<file path="config.mk">
export PLATFORM = sky130hd
export DESIGN_NAME = lpwr_wake_ctrl
export DESIGN_NICKNAME = d
export VERILOG_FILES = /design/src/rtl/lpwr_wake_ctrl.sv
export SDC_FILE = /design/constraint.sdc
export NUM_CORES = 1
export LEC_CHECK = 0
export CORE_MARGIN = 2
export CORE_UTILIZATION = 30
export CTS_BUF_LIST = sky130_fd_sc_hd__clkbuf_2 sky130_fd_sc_hd__clkbuf_4 sky130_fd_sc_hd__clkbuf_8
export DETAILED_ROUTE_END_ITERATION = 10
export PLACE_DENSITY = 0.7
export SLEW_MARGIN = 5
export SYNTH_ARGS = -nofsm -noshare
export SYNTH_HDL_FRONTEND = slang
export SYNTH_SLANG_ARGS = --single-unit
</file>
<file path="constraint.sdc">
create_clock -name clk -period 2.05 [get_ports clk]
set_clock_uncertainty 0.1 [all_clocks]
set_input_delay 0.3075 -clock clk [delete_from_list [all_inputs] [get_ports clk]]
set_output_delay 0.3075 -clock clk [all_outputs]
set_load 0.02 [all_outputs]
</file>
<file path="src/rtl/lpwr_wake_ctrl.sv">
module lpwr_wake_ctrl #(
  parameter int NIRQ = 8,
  parameter int PW   = 3,
  parameter int CW   = 8
) (
  input  logic             clk,
  input  logic             rst_n,
  input  logic             psave_req,
  input  logic             psave_sleep,
  input  logic [NIRQ-1:0]  irq_req,
  input  logic [NIRQ-1:0]  irq_en,
  input  logic [NIRQ*PW-1:0] irq_prio,
  input  logic [PW-1:0]    cpu_ipl,
  input  logic             por_evt,
  input  logic             bor_evt,
  input  logic             mclr_evt,
  input  logic             wdt_en,
  input  logic             wdt_timeout,
  input  logic             fscm_en,
  input  logic             osc_ready,
  input  logic             osc_restore,
  input  logic [CW-1:0]    stab_load,
  input  logic [2:0]       stat_clr,
  output logic [1:0]       mode_state,
  output logic             cpu_clk_en,
  output logic             periph_clk_en,
  output logic             posc_en,
  output logic             lprc_en,
  output logic             frc_sel,
  output logic             cf_trap,
  output logic             wake_irq,
  output logic             stat_sleep,
  output logic             stat_idle,
  output logic             stat_wdto
);

  localparam logic [1:0] S_RUN  = 2'd0;
  localparam logic [1:0] S_IDLE = 2'd1;
  localparam logic [1:0] S_SLP  = 2'd2;
  localparam logic [1:0] S_WAIT = 2'd3;

  logic [1:0]    state, nxt;
  logic [CW-1:0] cnt;
  logic          irq_hit;

  always_comb begin
    irq_hit = 1'b0;
    for (int i = 0; i < NIRQ; i++)
      if (irq_req[i] && irq_en[i] && (irq_prio[PW*i +: PW] > cpu_ipl))
        irq_hit = 1'b1;
  end

  wire lowp     = (state == S_IDLE) || (state == S_SLP);
  wire rst_wake = lowp && (bor_evt || mclr_evt);
  wire wdt_wake = lowp && wdt_en && wdt_timeout;
  wire irq_wake = lowp && irq_hit;
  wire any_wake = rst_wake || wdt_wake || irq_wake;
  wire cnt_zero = (cnt == '0);
  wire in_wait  = (state == S_WAIT);
  wire wait_ok  = in_wait && cnt_zero && osc_ready;
  wire wait_bad = in_wait && cnt_zero && !osc_ready && fscm_en;

  wire set_slp  = !por_evt && (state == S_SLP) && any_wake;
  wire set_idl  = !por_evt && (state == S_IDLE) && any_wake;
  wire set_wdt  = !por_evt && wdt_wake;

  always_comb begin
    nxt = state;
    if (por_evt) nxt = S_RUN;
    else begin
      case (state)
        S_RUN:   if (psave_req) nxt = psave_sleep ? S_SLP : S_IDLE;
        S_IDLE:  if (any_wake) nxt = S_RUN;
        S_SLP:   if (any_wake) nxt = S_WAIT;
        default: if (wait_ok || wait_bad) nxt = S_RUN;
      endcase
    end
  end

  always_ff @(posedge clk or negedge rst_n) begin
    if (!rst_n) begin
      state      <= S_RUN;
      cnt        <= '0;
      stat_sleep <= 1'b0;
      stat_idle  <= 1'b0;
      stat_wdto  <= 1'b0;
      frc_sel    <= 1'b0;
      cf_trap    <= 1'b0;
      wake_irq   <= 1'b0;
    end else begin
      state <= nxt;
      if (set_slp)                 cnt <= stab_load;
      else if (in_wait && !cnt_zero) cnt <= cnt - 1'b1;

      if (por_evt)          stat_sleep <= 1'b0;
      else if (set_slp)     stat_sleep <= 1'b1;
      else if (stat_clr[0]) stat_sleep <= 1'b0;

      if (por_evt)          stat_idle <= 1'b0;
      else if (set_idl)     stat_idle <= 1'b1;
      else if (stat_clr[1]) stat_idle <= 1'b0;

      if (por_evt)          stat_wdto <= 1'b0;
      else if (set_wdt)     stat_wdto <= 1'b1;
      else if (stat_clr[2]) stat_wdto <= 1'b0;

      if (por_evt)          frc_sel <= 1'b0;
      else if (wait_bad)    frc_sel <= 1'b1;
      else if (osc_restore) frc_sel <= 1'b0;

      cf_trap  <= !por_evt && wait_bad;
      wake_irq <= !por_evt && irq_wake;
    end
  end

  assign mode_state    = state;
  assign cpu_clk_en    = (state == S_RUN);
  assign periph_clk_en = (state == S_RUN) || (state == S_IDLE);
  assign posc_en       = (state != S_SLP);
  assign lprc_en       = fscm_en && (state != S_SLP);

endmodule

</file>
==> results of run 1 <==
## registers in the layout, indices dropped and copies added, names as in the netlist
name,count
cnt,8
frc_sel,1
cf_trap,1
stat_wdto,1
stat_sleep,1
mode_state,2
wake_irq,1
stat_idle,1
## repair_timing
item / 4_1_cts / 5_1_grt
buffers inserted: 3 / 2
gates resized for setup: 64 / 17
endpoints found under the hold margin: 0 / 0
setup endpoints to repair: 17 / 14
gates cloned: 1 / 0
pin swaps: 20 / 14
## synth_stat cells (4+ instances only)
library cell	count	share of area
nor2_1	9	0.020
dfrtp_1	16	0.24
nand3_1	10	0.030
o21ai_0	10	0.030
nor2b_4	4	0.033
inv_1	18	0.040
nor3_1	4	0.012
nor2b_1	7	0.026
a21o_1	4	0.018
mux2_4	7	0.063
ha_1	30	0.22
nand2_1	9	0.020
## through the flow
step	hold WS [ps]	setup TNS [ps]	std cells	setup WS, ps	power [mW]
detailed placement	367	-13080	340	-1030	1.64
floorplan	-88.1	-2450	170	-265	1.12
global route	294	-2880	350	-249	2.18
CTS	284	-1370	348	-136	1.99
global placement	362	-11600	340	-915	1.62
finish	271	-1660	350	-155	2.02
## cell type report
type | instances | area, µm² | area share
repair buffers | 104 | 995 | 0.321
clock buffers | 4 | 55.1 | 0.0178
flip-flops and latches | 16 | 400 | 0.129
multi-input cells | 136 | 1480 | 0.479
well taps | 72 | 90.1 | 0.0291
inverters | 18 | 73.8 | 0.0238
## cell families (layout without fill, tap and decap cells)
logic type / count (synthesis) / count (layout) / synth area share
compound gates: 37 / 38 / 0.199
xor+xnor: 4 / 4 / 0.0210
fa+ha+maj: 30 / 30 / 0.225
buf+inv: 19 / 126 / 0.0427
flops: 16 / 16 / 0.240
mux: 8 / 8 / 0.0689
simple gates: 56 / 56 / 0.204
## cells in the final DEF, fill, tap and decap left out, drive strengths merged
| cell | n |
|---|---|
| a32o | 3 |
| a21o | 4 |
| nor4 | 3 |
| buf | 28 |
| nand2b | 3 |
| a21oi | 4 |
| o32ai | 1 |
| nor4b | 1 |
| nand4 | 2 |
| nor3 | 5 |
| a31o | 1 |
| dfrtp | 16 |
| xnor2 | 2 |
| nand3 | 10 |
| and2b | 1 |
| dlygate4sd2 | 19 |
| a311oi | 1 |
| or2 | 1 |
| clkinvlp | 1 |
| clkdlybuf4s50 | 57 |
| inv | 17 |
| nand2 | 9 |
| o21ai | 10 |
| a211oi | 1 |
| o311ai | 8 |
| xor2 | 2 |
| clkbuf | 4 |
| mux2 | 7 |
| ha | 30 |
| nor2 | 9 |
| o221a | 1 |
| and3 | 1 |
| mux2i | 1 |
| nor2b | 11 |
| o22ai | 4 |
## per-layer routing
metal | wire length (µm) | vias to the layer above
li1 | - | 850
met1 | 2010 | 774
met2 | 2370 | 70
met3 | 421 | 4
met4 | 25 | 0
met5 | 0 | -
## worst max-delay path: stages
cell and delay, ps:
clkdlybuf4s50_1 460, ha_4 190, o311ai_2 280, o22ai_2 140
nor4_4 300, buf_6 170, a21oi_4 100, mux2_4 310
## worst max-delay path by stage
stage,startpoint,endpoint,slack [ps]
6_report,irq_prio[2],cnt[5]$_DFFE_PN0P_,-160
5_1_grt,irq_prio[18],cnt[4]$_DFFE_PN0P_,-250
3_3_place_gp,cpu_ipl[1],cnt[0]$_DFFE_PN0P_,-920
4_1_cts,cpu_ipl[1],cnt[5]$_DFFE_PN0P_,-140
3_5_place_dp,cpu_ipl[1],cnt[4]$_DFFE_PN0P_,-1030
2_1_floorplan,cpu_ipl[1],cnt[0]$_DFFE_PN0P_,-270
## power by group
group / internal (mW) / switching (mW)
clock network: 0.171 / 0.116
registers: 0.415 / 0.0887
logic: 0.707 / 0.528
==> run_results.csv, run 1 <==
group,metric,value,unit
outcome,status,"finished, violations left",
outcome,violations,"negative setup slack",
global_route,busiest_layer,"met2",
global_route,grtUsageMet2,0.285,
sta,rsz0062_at_grt,"true",
sta,fin_crit,2210,ps
logic_synthesis,synth.ff_latch_count,16,
sta,max_slew.worst_pin.slew,359,ps
clock_tree,postCtsHoldBufs,0,
die,die_y,78.6,µm
die,start_util,0.307,
die,rows,27,
setup_path,crit_path_end_kind,"register",
layout,nFillCells,478,
route,antenna_left,0,
global_route,grt_first_pass_wirelength,7940,µm
sta,setup_ws,-155,ps
logic_synthesis,synth_cells,170,
global_route,overflow,0,
hold_path,hp-class,"in -> async",
clock_tree,cts_tree,"done",
route,wl,4830,µm
global_route,grt_antenna_before_repair,0,
clock_tree,numCtsBuffers,3,
sta,max_freq,453,MHz
placement,dp_hpwl,3650,µm
layout,finish.instance_area,3100,µm²
route,dr_total_vias,1698,
setup_path,cp_max_fo,5,
layout,n_antenna_cell,0,
setup_path,cp-start-kind,"primary input",
route,vias_per_cell,4.85,
layout,areaGrowthSynthToFinish,85.3,%
logic_synthesis,async_flop_share,1.00,
setup_path,r2r-start,"cnt[0]$_DFFE_PN0P_",
logic_synthesis,syn_area,1670,µm²
sta,finalCritPeriodShare,1.08,
layout,final_util,0.569,
global_route,grt_max_degree,17,
clock_tree,clock_path_buffers,2,
placement,place_area,2710,µm²
placement,place_congestion,0.821,
logic_synthesis,ys_types,39,
die,core-area,5440,µm²
logic_synthesis,synth_edf_count,0,
sta,slew_viol_final,0,
setup_path,reg2reg_slack,-80,ps
route,drt_first_pass_iters,4,
sta,finalHoldViolCount,0,
route,drtIter0Drc,63,
pwr,power.density,654,nW/µm²
global_route,use_met3,0.0391,
global_route,track_usage,0.160,
die,ios,78,
global_route,groute.layer.met1.usage,0.196,
sta,relSlewSlack,0.757,
setup_path,crit_type,"in -> reg",
layout,drive_gt1_frac,0.320,
die,die-area,6180,µm²
setup_path,rr_endpoint,"mode_state[0]$_DFFE_PN0P_",
logic_synthesis,syn_nets,266,
setup_path,required,2090,ps
route,avgRoutedWirePerCell,13.8,µm
pwr,irDropWorstVdd,0.000296,V
logic_synthesis,synth-seq-area-share,0.240,
setup_path,critPathArrivalTime,2250,ps
route,drc,0,
clock_tree,htreeDepth,1,
pwr,p_leak,1.33,nW
global_route,grt_pass1_vias,1728,
logic_synthesis,yosys_warnings,0,
run,maxCapViolations,0,
logic_synthesis,synth-main-ff-cell,"dfrtp_1",
die,fp.dieW,78.6,µm
layout,layout.nets,375,
clock_tree,cts-root-buf,"clkbuf_8",
clock_tree,clkTransAtPathRegs,70,ps
placement,port_buffers,77,
logic_synthesis,synth_area_per_cell,9.83,µm²
sta,setup_viol,13,
clock_tree,clkSinkCount,16,
setup_path,r2r_cells,8,
clock_tree,worstSkewPairLatency,250,ps
Note: power is estimated with default switching activity, not from simulation.
==> run 2: changes to the inputs <==
- CORE_UTILIZATION: 30 -> 43
- PLACE_DENSITY: 0.7 -> 0.91
==> run 2 against run 1 <==
The flow still finishes with violations (negative setup slack). Die area shrank 29%. Combinational power is essentially flat. Via count grew 8.5%. Global-route usage grew 12 points. Non-clock buffer count shrank 3. Routed wire length grew 33%. Fmax shrank 1.8%. Sequential power grew 4.0%. Sequential share of layout area shrank 0.064 points. Critical path depth grew 3. Critical path type unchanged.
==> run_results.csv, run 2 (same netlist as run 1, synthesis figures left out) <==
group,metric,value,unit
outcome,status,"finished, violations left",
outcome,violations,"negative setup slack",
layout,mostFrequentLayoutCells,"clkdlybuf4s50_1, dlygate4sd2_1, inv_1, dfrtp_1, buf_4",
clock_tree,cts_tree,"done",
sta,relSlewSlack,0.712,
layout,areaGrowthSynthToFinish,86.8,%
layout,layout.nets,372,
setup_path,cp_max_fo,5,
setup_path,r2r-start,"cnt[1]$_DFFE_PN0P_",
global_route,overflow,0,
setup_path,required,2090,ps
layout,drive_gt1_frac,0.345,
route,dr_total_vias,1843,
die,ios,78,
die,die-area,4400,µm²
route,antenna_left,0,
clock_tree,worstSkewPairLatency,260,ps
layout,top_register,"cnt",
pwr,p_int,1.26,mW
setup_path,critPathArrivalTime,2290,ps
setup_path,r2r_cells,8,
placement,place_congestion,0.851,
placement,dp_hpwl,3630,µm
clock_tree,cts-root-buf,"clkbuf_8",
setup_path,reg2reg_slack,-60,ps
global_route,track_usage,0.277,
placement,dp.cells,309,
pwr,p_sw_frac,0.391,
sta,finalHoldViolCount,0,
sta,setup_tns,-2110,ps
setup_path,crit_type,"in -> reg",
route,avgRoutedWirePerCell,19.9,µm
sta,fin_crit,2250,ps
pwr,combPwrFrac,0.604,
placement,port_buffers,77,
layout,largest_register_ffs,8,
route,wl,6430,µm
hold_path,hp-class,"in -> async",
global_route,grt_max_degree,17,
layout,fin_cells,323,
route,drt_first_pass_iters,4,
setup_path,crit_path_end_kind,"register",
sta,holdWs,277,ps
layout,finish.instance_area,3120,µm²
clock_tree,htreeDepth,1,
sta,setup_viol,13,
clock_tree,clkSinkCount,16,
sta,slew_viol_final,0,
clock_tree,clock_path_buffers,2,
sta,max_freq,445,MHz
clock_tree,postCtsHoldBufs,0,
pwr,seq_power_share,0.254,
pwr,p_leak,1.36,nW
route,drc,0,
placement,place_area,2610,µm²
pwr,irDropWorstVdd,0.000329,V
layout,n_antenna_cell,0,
die,core-area,3690,µm²
sta,setup_ws,-195,ps
die,fp.dieW,66.3,µm
setup_path,cp-start-kind,"primary input",
global_route,grt_antenna_before_repair,0,
pwr,p_clk_frac,0.142,
setup_path,rr_endpoint,"mode_state[0]$_DFFE_PN0P_",
pwr,switchingPower,0.806,mW
route,drtIter0Drc,194,
clock_tree,numCtsBuffers,3,
sta,rsz0062_at_grt,"true",
die,rows,22,
clock_tree,clkTransAtPathRegs,70,ps
sta,finalCritPeriodShare,1.10,
layout,nFillCells,192,
pwr,power,2.06,mW
layout,final_common_cell,"clkdlybuf4s50_1",
route,vias_per_cell,5.71,
pwr,power.density,661,nW/µm²
run,maxCapViolations,0,
global_route,grt_first_pass_wirelength,9040,µm
sta,max_slew.worst_pin.slew,428,ps
die,start_util,0.453,
die,die_y,66.3,µm
global_route,grt_pass1_vias,1955,
==> run 2: layout make-up <==
cell class	count	area [µm²]	area share
multi-input combinational	136	1540	0.494
clock buffer	4	55.1	0.0176
sequential	16	402	0.129
tap	48	60.1	0.0192
inverter	18	71.3	0.0229
timing repair buffer	101	990	0.317
==> run 2: worst max-delay path by stage <==
stage / from / end / slack [ps] / depth (start not counted)
3_5_place_dp: cpu_ipl[1] / cnt[5]$_DFFE_PN0P_ / -950 / 9
6_report: cpu_ipl[1] / cnt[5]$_DFFE_PN0P_ / -200 / 11
5_1_grt: cpu_ipl[1] / mode_state[0]$_DFFE_PN0P_ / -310 / 12
4_1_cts: cpu_ipl[1] / cnt[5]$_DFFE_PN0P_ / -160 / 11
2_1_floorplan: cpu_ipl[1] / cnt[0]$_DFFE_PN0P_ / -270 / 8
3_3_place_gp: cpu_ipl[1] / cnt[3]$_DFFE_PN0P_ / -880 / 9
==> run 2: power by group through the flow <==
stage                     clock network (mW)  registers [mW]  logic [mW]
after floorplan                            0           0.529       0.594
after global placement                     0           0.514        1.01
after detailed placement                   0           0.516        1.04
after CTS                              0.292           0.512        1.13
after global routing                   0.301           0.533        1.34
final                                  0.292           0.524        1.25
==> run 2: timing repair <==
action,4_1_cts,5_1_grt
cloned,1,0
setup endpoints to repair,17,14
buffers inserted,6,4
pin swaps,19,15
resized for setup,72,28
==> run 2: through the flow <==
step | setup WS (ps) | util
6_report | -195 | 0.846
5_1_grt | -314 | 0.846
4_1_cts | -156 | 0.804
3_5_place_dp | -955 | 0.709
3_3_place_gp | -882 | 0.709
2_1_floorplan | -265 | -
==> run 2: worst max-delay path, stage by stage <==
cell	delay [ps]
buf_8	70
clkinvlp_4	100
buf_12	150
ha_4	250
nor2b_4	130
o311ai_4	250
o22ai_2	150
nor4_4	280
buf_6	170
a21oi_4	100
mux2_4	310
==> run 2: per-layer routing <==
metal	track usage	up-vias	wire [µm]
met5	0	-	0
met4	0.184	0	374
met3	0.0477	32	427
met2	0.509	103	3350
met1	0.282	869	2280
li1	-	839	-
==> run 3: changes to the inputs <==
- CORE_UTILIZATION: 43 -> 46
- PLACE_DENSITY: 0.91 -> 0.95
- clock period: 2.05 -> 2.7 ns (I/O delays scaled with it)
==> run 3 against run 2 <==
Routed wire length is 23% lower. Cell count decreased by 6.2%. Clock power down 46%. Die area fell by 6.1%. Global-route usage decreased by 3.3 points. The flow now finishes without violations. Critical endpoint is now cnt[6]$_DFFE_PN0P_. Power fell by 35%. Critical path type unchanged. Largest cell class unchanged. Utilization fell by 7.6 points. Design area is 16% lower. Worst setup slack improved by 280 ps. Largest power group unchanged. Clock-buffer cell count did not move. Register-to-register slack better by 490 ps.
==> run_results.csv, run 3 (same netlist as run 1, synthesis figures left out) <==
group,metric,value,unit
clock_tree,clkTransAtPathRegs,90,ps
sta,holdWs,386,ps
route,highest_layer,"met4",
route,avgRoutedWirePerCell,16.3,µm
sta,max_freq,383,MHz
sta,relSlewSlack,0.495,
die,start_util,0.489,
die,die_y,64.3,µm
die,ios,78,
layout,largest_register_ffs,8,
setup_path,cp_max_fo,7,
setup_path,critPathArrivalTime,2690,ps
setup_path,r2r_cells,8,
layout,n_antenna_cell,0,
route,met2_length,2600,µm
die,die-area,4130,µm²
route,dr_total_vias,1664,
placement,dp_hpwl,4010,µm
layout,final_common_cell,"clkdlybuf4s50_1",
placement,place_congestion,0.832,
die,core-area,3420,µm²
layout,areaGrowthSynthToFinish,57.5,%
layout,nFillCells,225,
setup_path,reg2reg_slack,430,ps
layout,finish.instance_area,2630,µm²
placement,port_buffers,77,
clock_tree,cts_tree,"done",
clock_tree,cts-root-buf,"clkbuf_4",
sta,finalCritPeriodShare,0.967,
setup_path,crit_type,"in -> reg",
die,rows,21,
clock_tree,clkSinkCount,16,
hold_path,holdPathEnd,"stat_sleep$_DFFE_PN0P_",
setup_path,rr_endpoint,"mode_state[0]$_DFFE_PN0P_",
run,maxCapViolations,0,
placement,place_area,2520,µm²
global_route,grt_pass1_vias,1765,
clock_tree,clock_path_buffers,2,
layout,mostFrequentLayoutCells,"clkdlybuf4s50_1, ha_1, inv_1, dfrtp_1",
pwr,p_leak,1.17,nW
clock_tree,worstSkewPairLatency,290,ps
route,drc,0,
route,drtIter0Drc,75,
clock_tree,htreeDepth,1,
hold_path,hold_depth,1,
clock_tree,numCtsBuffers,3,
sta,rsz0062_at_grt,"false",
layout,layout.nets,354,
setup_path,required,2780,ps
route,antenna_left,0,
pwr,power,1.35,mW
layout,drive_gt1_frac,0.148,
route,dr_wl_met3,205,µm
hold_path,min-delay-start,"stat_sleep$_DFFE_PN0P_",
sta,slew_viol_final,0,
setup_path,cp-start-kind,"primary input",
global_route,overflow,0,
die,fp.dieW,64.3,µm
pwr,power.density,512,nW/µm²
global_route,grt_max_degree,17,
layout,fin_cells,303,
global_route,grt_first_pass_wirelength,7710,µm
setup_path,r2r-start,"cnt[0]$_DFFE_PN0P_",
sta,setup_viol,0,
layout,top_register,"cnt",
pwr,irDropWorstVdd,0.000408,V
route,wl_met1,1990,µm
setup_path,crit_path_end_kind,"register",
placement,dp.cells,295,
hold_path,hp-class,"reg -> reg",
outcome,status,"complete, no violations",
sta,max_slew.worst_pin.slew,755,ps
route,vias_per_cell,5.49,
global_route,grt_antenna_before_repair,0,
clock_tree,postCtsHoldBufs,0,
sta,finalHoldViolCount,0,
route,wl,4940,µm
sta,fin_crit,2610,ps
route,drt_first_pass_iters,4,
global_route,track_usage,0.244,
[run 3: cell count changes in the layout (fill, tap and decap cells not counted), moves of 4 or more]
cell             change
o21ai_1              -5
dlymetal6s2s_1       -5
ha_2                 -8
nor2b_1              +4
buf_6                -8
ha_1                +21
o21ai_0              +8
ha_4                -13
clkdlybuf4s50_1     +22
dlygate4sd2_1       -16
buf_4                -9
[run 3: metrics by stage]
step / setup WS (ps) / setup TNS [ps] / util
6_report: 88.6 / 0 / 0.770
5_1_grt: 36.8 / 0 / 0.770
4_1_cts: 54.0 / 0 / 0.764
3_5_place_dp: -411 / -4650 / 0.737
3_3_place_gp: -339 / -3680 / 0.737
2_1_floorplan: 286 / 0 / -
[run 3: final cells by class]
cell class                 count  area, µm²  area share
multi-input combinational    135       1230       0.468
timing repair buffer          84        835       0.317
sequential                    16        400       0.152
inverter                      18       70.1      0.0266
tap                           46       57.6      0.0219
clock buffer                   4       36.3      0.0138
[run 3: what timing repair did]
item,in CTS,in global routing
buffers inserted,4,0
gates cloned,0,0
gates resized for setup,5,4
setup endpoints to repair,11,12
endpoints found under the hold margin,0,0
pin swaps,4,1
[run 3: per-layer routing]
layer  global-route usage  vias to the layer above
met5                    0                        -
met4               0.0931                        0
met3               0.0440                       14
met2                0.460                       62
met1                0.267                      784
li1                     -                      804
[run 3: critical path, cell delays in order]
cell and delay [ps]:
clkdlybuf4s50_1 420, ha_1 310, nor2b_1 160, o311ai_2 300, o22ai_2 150, nor4_4 280
buf_4 170, a21oi_4 70, buf_12 140, mux2_4 290
[run 3: worst max-delay path by stage]
stage | start | cells after the start | end | slack [ps]
detailed placement | cpu_ipl[1] | 9 | cnt[7]$_DFFE_PN0P_ | -410
CTS | cpu_ipl[2] | 10 | cnt[7]$_DFFE_PN0P_ | 50
global placement | cpu_ipl[1] | 9 | cnt[6]$_DFFE_PN0P_ | -340
floorplan | cpu_ipl[1] | 8 | cnt[0]$_DFFE_PN0P_ | 290
finish | irq_prio[22] | 10 | cnt[6]$_DFFE_PN0P_ | 90
global route | irq_prio[22] | 10 | cnt[6]$_DFFE_PN0P_ | 40
[run 3: where the power goes]
| group | total (mW) | internal (mW) | switching [mW] | leakage [nW] |
|---|---|---|---|---|
| logic | 0.794 | 0.427 | 0.367 | 0.943 |
| clock network | 0.158 | 0.0822 | 0.0754 | 0.0210 |
| registers | 0.395 | 0.314 | 0.0802 | 0.208 |
| total | 1.35 | 0.824 | 0.522 | 1.17 |
